File: config.mk
export PLATFORM = sky130hd
export DESIGN_NAME = fsync_hunter
export DESIGN_NICKNAME = d
export VERILOG_FILES = /design/src/rtl/fsh_pkg.sv /design/src/rtl/fsh_window.sv /design/src/rtl/fsh_match.sv /design/src/rtl/fsh_ctrl.sv /design/src/rtl/fsync_hunter.sv
export SDC_FILE = /design/constraint.sdc
export NUM_CORES = 1
export LEC_CHECK = 0
export BUFFER_PORTS_ARGS = -buffer_cell sky130_fd_sc_hd__buf_4
export CORE_AREA = 2 2 103 105
export CTS_BUF_LIST = sky130_fd_sc_hd__clkbuf_4 sky130_fd_sc_hd__clkbuf_8
export CTS_CLUSTER_DIAMETER = 60
export CTS_CLUSTER_SIZE = 40
export DETAILED_ROUTE_END_ITERATION = 8
export DIE_AREA = 0 0 105 107
export GPL_TIMING_DRIVEN = 0
export PLACE_DENSITY = 0.44
export RECOVER_POWER = 50
export SETUP_SLACK_MARGIN = 0.1
export SLEW_MARGIN = 20
export SYNTH_ARGS = -nofsm -noshare
export SYNTH_HDL_FRONTEND = slang
export SYNTH_SLANG_ARGS = --single-unit
File: constraint.sdc
create_clock -name clk -period 8.05 [get_ports clk]
set_clock_uncertainty 0.15 [all_clocks]
set_input_delay 1.61 -clock clk [delete_from_list [all_inputs] [get_ports clk]]
set_output_delay 1.61 -clock clk [all_outputs]
set_load 0.01 [all_outputs]
File: src/rtl/fsh_pkg.sv
package fsh_pkg;

    localparam int unsigned POP_MAXW = 32;

    typedef enum logic [0:0] {
        ST_HUNT  = 1'b0,
        ST_CHECK = 1'b1
    } fsh_state_e;

    typedef struct packed {
        logic det;
        logic conf;
    } fsh_evt_t;

    function automatic logic [5:0] popcnt(input logic [POP_MAXW-1:0] v);
        logic [5:0] n;
        n = '0;
        for (int i = 0; i < POP_MAXW; i++) begin
            n = n + {5'd0, v[i]};
        end
        return n;
    endfunction

endpackage

File: src/rtl/fsh_window.sv
module fsh_window #(
    parameter int unsigned W = 16
) (
    input  logic         clk,
    input  logic         rst,
    input  logic         shift_en,
    input  logic         clr,
    input  logic         bit_in,
    output logic [W-1:0] win_nxt,
    output logic         full_nxt
);
    localparam int unsigned CW = $clog2(W + 1);
    localparam logic [CW-1:0] FULL = CW'(W);

    logic [W-1:0]  sr;
    logic [CW-1:0] fill;
    logic [CW-1:0] fill_inc;

    always_comb begin
        win_nxt  = {sr[W-2:0], bit_in};
        fill_inc = (fill == FULL) ? fill : fill + 1'b1;
        full_nxt = shift_en && (fill_inc == FULL);
    end

    always_ff @(posedge clk) begin
        if (rst || clr) begin
            sr   <= '0;
            fill <= '0;
        end else if (shift_en) begin
            sr   <= win_nxt;
            fill <= fill_inc;
        end
    end


    window_clear_chk: assert property (@(posedge clk) disable iff (rst)
        $past(clr) |-> (fill == '0));


    window_hold_chk: assert property (@(posedge clk) disable iff (rst)
        (!$past(shift_en) && !$past(clr) && !$past(rst)) |-> $stable(fill));

endmodule

File: src/rtl/fsh_match.sv
module fsh_match #(
    parameter int unsigned W = 16
) (
    input  logic [W-1:0] win,
    input  logic [W-1:0] sync_word,
    input  logic         tol_en,
    output logic         hit
);
    import fsh_pkg::*;

    logic [5:0] mism;

    always_comb begin
        mism = popcnt(POP_MAXW'(win ^ sync_word));
        hit  = tol_en ? (mism <= 6'd1) : (mism == 6'd0);
    end

endmodule

File: src/rtl/fsh_ctrl.sv
module fsh_ctrl #(
    parameter int unsigned EW = 16
) (
    input  logic          clk,
    input  logic          rst,
    input  logic          bit_valid,
    input  logic          bit_in,
    input  logic [EW-1:0] ext_word,
    input  logic          ext_en,
    input  logic          hit,
    input  logic          full_nxt,
    output logic          shift_en,
    output logic          win_clr,
    output logic          det_o,
    output logic          conf_o
);
    import fsh_pkg::*;

    localparam int unsigned CW = $clog2(EW + 1);
    localparam logic [CW-1:0] LAST = CW'(EW - 1);

    fsh_state_e    state;
    logic [EW-1:0] ext_sr;
    logic [EW-1:0] ext_nxt;
    logic [CW-1:0] ext_cnt;
    logic          found;
    logic          ext_take;
    logic          ext_last;
    fsh_evt_t      evt;

    always_comb begin
        shift_en = bit_valid && (state == ST_HUNT);
        found    = shift_en && full_nxt && hit;
        win_clr  = found;
        ext_take = bit_valid && (state == ST_CHECK);
        ext_last = ext_take && (ext_cnt == LAST);
        ext_nxt  = {ext_sr[EW-2:0], bit_in};
        evt.det  = found;
        evt.conf = (found && !ext_en) || (ext_last && (ext_nxt == ext_word));
    end

    always_ff @(posedge clk) begin
        if (rst) begin
            state   <= ST_HUNT;
            ext_sr  <= '0;
            ext_cnt <= '0;
            det_o   <= 1'b0;
            conf_o  <= 1'b0;
        end else begin
            det_o  <= evt.det;
            conf_o <= evt.conf;
            case (state)
                ST_HUNT: begin
                    if (found && ext_en) begin
                        state   <= ST_CHECK;
                        ext_cnt <= '0;
                        ext_sr  <= '0;
                    end
                end
                ST_CHECK: begin
                    if (ext_take) begin
                        ext_sr  <= ext_nxt;
                        ext_cnt <= ext_cnt + 1'b1;
                        if (ext_last) begin
                            state <= ST_HUNT;
                        end
                    end
                end
                default: state <= ST_HUNT;
            endcase
        end
    end


    det_single_chk: assert property (@(posedge clk) disable iff (rst)
        det_o |=> !det_o);


    det_strobe_chk: assert property (@(posedge clk) disable iff (rst)
        det_o |-> $past(bit_valid));


    no_det_in_check_chk: assert property (@(posedge clk) disable iff (rst)
        det_o |-> ($past(state) == ST_HUNT));


    conf_with_det_chk: assert property (@(posedge clk) disable iff (rst)
        (det_o && !$past(ext_en)) |-> conf_o);


    conf_from_check_chk: assert property (@(posedge clk) disable iff (rst)
        (conf_o && !det_o) |-> ($past(state) == ST_CHECK && $past(bit_valid)));

endmodule

File: src/rtl/fsync_hunter.sv
module fsync_hunter #(
    parameter int unsigned SYNC_W = 16,
    parameter int unsigned EXT_W  = 16
) (
    input  logic              clk,
    input  logic              rst,
    input  logic              bit_valid,
    input  logic              bit_in,
    input  logic [SYNC_W-1:0] sync_word,
    input  logic [EXT_W-1:0]  ext_word,
    input  logic              tol_en,
    input  logic              ext_en,
    output logic              det_o,
    output logic              conf_o
);
    logic [SYNC_W-1:0] win_nxt;
    logic              full_nxt;
    logic              shift_en;
    logic              win_clr;
    logic              hit;

    fsh_window #(.W(SYNC_W)) u_window (
        .clk      (clk),
        .rst      (rst),
        .shift_en (shift_en),
        .clr      (win_clr),
        .bit_in   (bit_in),
        .win_nxt  (win_nxt),
        .full_nxt (full_nxt)
    );

    fsh_match #(.W(SYNC_W)) u_match (
        .win       (win_nxt),
        .sync_word (sync_word),
        .tol_en    (tol_en),
        .hit       (hit)
    );

    fsh_ctrl #(.EW(EXT_W)) u_ctrl (
        .clk       (clk),
        .rst       (rst),
        .bit_valid (bit_valid),
        .bit_in    (bit_in),
        .ext_word  (ext_word),
        .ext_en    (ext_en),
        .hit       (hit),
        .full_nxt  (full_nxt),
        .shift_en  (shift_en),
        .win_clr   (win_clr),
        .det_o     (det_o),
        .conf_o    (conf_o)
    );


    reset_quiet_chk: assert property (@(posedge clk)
        $past(rst) |-> (!det_o && !conf_o));

endmodule

==> impl_metrics.tcl, run 1 <==
set metrics [dict create \
    fillers 1139 \
    place_area_um2 2937 \
    start_kind "primary input" \
    final_area_um2 3029 \
    rsz0062_at_grt "no" \
    crit_fanout 10 \
    place_congestion 0.7440 \
    drt_wl_total_mm 5.535 \
    stdcell_count 460 \
    post_cts_buffers 0 \
    crit_family "adder cells" \
    core_um2 10090 \
    die_area_um2 11240 \
    drc_errors 0 \
    die_width_um 105 \
    initial_core_util_pct 24.51 \
    arrival_ps 6600 \
    synth_area_um2 2474 \
    dp_cells 453 \
    dp_slack_ps 1237 \
    yosys.area.top_type "dfxtp_1" \
    max_stage_delay_ps 530 \
    clk_latency_ps 290 \
    timing.fmax_mhz 151.7 \
    cp-end-kind "flip-flop" \
    crit_buf_inv 5 \
    fin_nets 381 \
    maxCapViolCount 0 \
    cts_buffer_depth 2 \
    cts_hold_buf 0 \
    syn-num-nets 335 \
    num_rows 37 \
    first_pass_iters 4 \
    grt_pass1_wl_mm 9.404 \
    die_h_um 107 \
    maxSlewHeadroom_pct 66.08 \
    fin_tns_setup_ps 0 \
    drtIter0Drc 67 \
    num_antenna_cells 0 \
    hold_path.class "reg2reg" \
    yosysSeqAreaShare_pct 34.80 \
    areaGrowthSynthToFinish_pct 22.46 \
    cp_slowest_cell "fa_1" \
    synthTopCellsByArea "dfxtp_1 (35%), xnor2_1 (11%), fa_1 (8.1%)" \
    cts_tree "done" \
    cts_made_buffers 5 \
    worst_pin_slew_ps 508.8 \
    via_per_inst 4.220 \
    synth_top_area_share_pct 34.80 \
    finalWorstSetupSlack_ps 1460 \
    layout-drive-gt1-share_pct 15.74 \
    cts-root-buf "clkbuf_8" \
    cts_max_level 2 \
    path_common_cell "fa_1" \
    cts.repair.resized 0 \
    power.leakage_nw 1.069 \
    syn_inst 278 \
    crit_required_ps 8060 \
    cts_sinks 43 \
    grt_max_degree 13 \
    boundaryPins 40 \
    dpl.hpwl_mm 4.283 \
    post_synth_num_cell_types 37 \
    fin_crit_sh_pct 81.87 \
    grt_pass1_vias 2000 \
    vias 1941 \
    powerDensity_nw_per_um2 176.0 \
    period_needed_ps 6590 \
    grt_usage_pct 10.44 \
    criticalPathCategory "in2reg" \
    numPortBuffers 39 \
    final_max_slew_viol_count 0 \
    finalSetupViolations 0 \
    antenna_found_initial 0 \
    syn_avg_cell_area_um2 8.898 \
    whs_ps 322.1 \
    ant_nets 0 \
    post_drt_wl_per_cell_um 12.03 \
    status "finished, final reports clean" \
    crit_chain "clkbuf_1 -> xor2_1 -> ha_1 -> inv_1 -> fa_1 -> fa_1 -> fa_1 -> fa_1 -> inv_1 -> fa_1 -> inv_1 -> fa_1 -> nor4b_1 -> nand4_1 -> nor3_4 -> buf_6 -> o22ai_1" \
    yosys_warnings 0 \
    irDropWorstVdd_mv 0.06218 \
    finalHoldViolCount 0 \
    clk_pin_slew_worst_paths_ps 80 \
    overflow 0 \
    ys_ff_latch 43 \
]
[logic make-up (layout without fill, tap and decap cells)]
logic type | Yosys count | in the layout | synth area share [%]
compound gates | 46 | 46 | 11.43
buf+inv | 28 | 74 | 5.260
flops | 43 | 43 | 34.80
fa+ha+maj | 19 | 19 | 12.65
simple gates | 105 | 105 | 22.76
xor+xnor | 37 | 37 | 13.10
[layout make-up]
| cell class | instances | area [um2] | share of cell area [%] |
|---|---|---|---|
| inverter | 14 | 52.55 | 1.735 |
| sequential | 43 | 860.8 | 28.42 |
| clock buffer | 6 | 76.32 | 2.520 |
| buffer | 14 | 75.07 | 2.478 |
| tap | 136 | 170.2 | 5.617 |
| timing repair buffer | 39 | 281.5 | 9.294 |
| multi-input combinational | 207 | 1483 | 48.95 |
| clock inverter | 1 | 30.03 | 0.9913 |
[placed cells by master (no fill, tap or decap), types with 9 or more instances in the layout]
cell,n
nand2_1,40
buf_4,36
inv_1,14
clkbuf_1,14
ha_1,9
o22ai_1,15
fa_1,10
dfxtp_1,43
nand2b_1,29
a21oi_1,21
xnor2_1,31
nand4_1,9
[final timing paths]
path	to	startpoint	cells after the start	slack [ps]
min reg2reg	u_window.sr[14]	u_window.sr[14]	2	320
min	u_window.sr[14]	u_window.sr[14]	2	320
max reg2reg	u_ctrl.ext_sr[9]	u_window.sr[0]	16	2700
max	u_ctrl.ext_sr[9]	bit_in	17	1460
[per-stage QoR]
step                      power (mW)  util [%]
after floorplan               0.3302         -
after global placement        0.3742     29.10
after detailed placement      0.3749     29.10
after CTS                     0.5451     30.15
after global routing          0.5721     30.01
final                         0.5333     30.01
[synth_stat cells (all sizes together)]
cell	n
a211o	1
a21oi	21
a311oi	1
and2	1
and3	2
buf	5
clkbuf	9
dfxtp	43
fa	10
ha	9
inv	14
nand2	40
nand2b	29
nand3	1
nand3b	3
nand4	9
nor2	6
nor2b	2
nor3	5
nor3b	1
nor4	1
nor4b	1
o21a	1
o21ai	1
o21bai	1
o22ai	16
o311ai	2
o31ai	1
o32ai	1
or2	1
or3	3
xnor2	31
xor2	6
[per-layer routing]
metal  global-route usage (%)  wire [um]
met3                    2.614        203
met2                    17.90       2554
met5                        0          0
met1                    13.35       2744
met4                    2.000         33
[where the power goes]
group	internal (mW)	switching [mW]	leakage, nW
logic	0.0729	0.0771	0.667
clock network	0.0944	0.0727	0.0547
registers	0.214	0.00209	0.347
[flip-flops by register name (all words and copies together) (netlist names)]
| register | cells |
|---|---|
| u_window.sr | 15 |
| u_window.fill | 5 |
| u_ctrl.ext_sr | 15 |
| u_ctrl.conf_o | 1 |
| u_ctrl.det_o | 1 |
| u_ctrl.ext_cnt | 5 |
| u_ctrl.state | 1 |
[worst min-delay path, cell delays in order (launching register included)]
cell	delay [ps]
dfxtp_1	320
nand2_1	50
a21oi_1	50
No activity file was read; power rests on OpenSTA's default activity.
==> run 2, diff against run 1 <==
- clock period: 8.05 -> 6.1 ns (I/O delays scaled with it)
==> impl_metrics.tcl, run 2 (synthesized netlist as in run 1, its figures left out) <==
set metrics [dict create \
    reg_top3 "u_ctrl.ext_sr (15), u_window.sr (15)" \
    maxSlewHeadroom_pct 68.21 \
    core_um2 10090 \
    final_cell_mix "dfxtp_1 (43), nand2_1 (40), buf_4 (39)" \
    drtIter0Drc 70 \
    dp_cells 453 \
    vias 1980 \
    die_h_um 107 \
    rsz0062_at_grt "no" \
    cp-end-kind "flip-flop" \
    cts_tree "done" \
    drc_errors 0 \
    first_pass_iters 4 \
    hold_path.class "reg2reg" \
    die_width_um 105 \
    drt_wl_total_mm 5.535 \
    ant_nets 0 \
    grt_pass1_wl_mm 9.425 \
    final_util_pct 30.32 \
    finalHoldViolCount 0 \
    antenna_found_initial 0 \
    num_rows 37 \
    powerDensity_nw_per_um2 231.3 \
    arrival_ps 5800 \
    numPortBuffers 39 \
    start_kind "primary input" \
    die_area_um2 11240 \
    post_drt_wl_per_cell_um 11.95 \
    via_per_inst 4.276 \
    initial_core_util_pct 24.51 \
    worst_pin_slew_ps 476.8 \
    fin_nets 384 \
    crit_fanout 10 \
    status "finished, final reports clean" \
    irDropWorstVdd_mv 0.08212 \
    grt_pass1_vias 2018 \
    fillers 1136 \
    cts_max_level 2 \
    boundaryPins 40 \
    period_needed_ps 5794 \
    power.leakage_nw 1.094 \
    areaGrowthSynthToFinish_pct 23.72 \
    grt_usage_pct 10.45 \
    cts_buffer_depth 2 \
    finalSetupViolations 0 \
    clk_latency_ps 290 \
    clk_pin_slew_worst_paths_ps 80 \
    crit_required_ps 6110 \
    grt_max_degree 13 \
    final_max_slew_viol_count 0 \
    fin_crit_sh_pct 94.99 \
    timing.fmax_mhz 172.6 \
    maxCapViolCount 0 \
    num_antenna_cells 0 \
    criticalPathCategory "in2reg" \
    cts-root-buf "clkbuf_8" \
    stdcell_count 463 \
    cts_hold_buf 0 \
    place_congestion 0.7440 \
    layout_commonest_cell "dfxtp_1" \
    dpl.hpwl_mm 4.283 \
    cts_sinks 43 \
    cts_made_buffers 5 \
    overflow 0 \
    layout-drive-gt1-share_pct 17.43 \
]
-- run 2: cell count changes in the layout (fill, tap and decap cells not counted) --
cell / delta
clkbuf_2: +2
clkbuf_1: -2
nor4b_2: +1
nor4b_1: -1
buf_4: +3
-- run 2: layout make-up --
cell class | instances | area (um2) | area share [%]
tap | 136 | 170.2 | 5.560
sequential | 43 | 860.8 | 28.13
buffer | 14 | 77.57 | 2.535
multi-input combinational | 207 | 1489 | 48.65
clock buffer | 6 | 76.32 | 2.494
timing repair buffer | 42 | 304.0 | 9.935
inverter | 14 | 52.55 | 1.717
clock inverter | 1 | 30.03 | 0.9812
-- run 2: per-stage QoR --
step	area [um2]	total power, mW	hold WS [ps]	setup WS (ps)	setup TNS [ps]
floorplan	2474	0.4358	298.8	354.9	0
global placement	2937	0.4939	311.1	-301.4	-4457
detailed placement	2937	0.4948	312.1	-322.9	-5962
CTS	3065	0.7194	323.4	128.0	0
global route	3060	0.7594	368.7	132.6	0
finish	3060	0.7077	321.3	305.7	0
-- run 2: routing by layer --
metal | wire [um] | global-route usage (%) | vias up
li1 | - | - | 1029
met4 | 53 | 2.286 | 0
met5 | 0 | 0 | -
met1 | 2716 | 13.27 | 910
met3 | 212 | 2.675 | 7
met2 | 2553 | 17.86 | 34
-- run 2: report_power, final --
part	total, mW	switching (mW)	internal, mW
Sequential	0.285	0.00284	0.282
Clock	0.219	0.0947	0.125
Combinational	0.203	0.103	0.101
Total	0.708	0.200	0.508
-- run 2: critical path: stages --
cell     delay, ps
buf_4          140
xor2_1         160
ha_1           270
inv_1           50
fa_1           530
fa_1           520
fa_1           510
fa_1           510
inv_1          100
fa_1           200
inv_1           60
fa_1           470
nor4b_2        250
nand4_1        220
nor3_4         310
buf_6          180
o22ai_1        100
-- run 2: final timing paths --
kind	startpoint	to	slack (ps)	cells after the start
setup reg to reg	u_window.sr[0]	u_ctrl.ext_sr[9]	1050	16
hold / removal	u_window.sr[14]	u_window.sr[14]	320	2
hold reg to reg	u_window.sr[14]	u_window.sr[14]	320	2
setup / recovery	bit_in	u_ctrl.ext_sr[9]	310	17
-- run 2: what timing repair did --
action | 4_1_cts | 5_1_grt
endpoints found under the hold margin | 0 | 0
gates resized for setup | 0 | 1
buffers inserted | 3 | 0
pin swaps | 1 | 0
setup endpoints to repair | 10 | 42
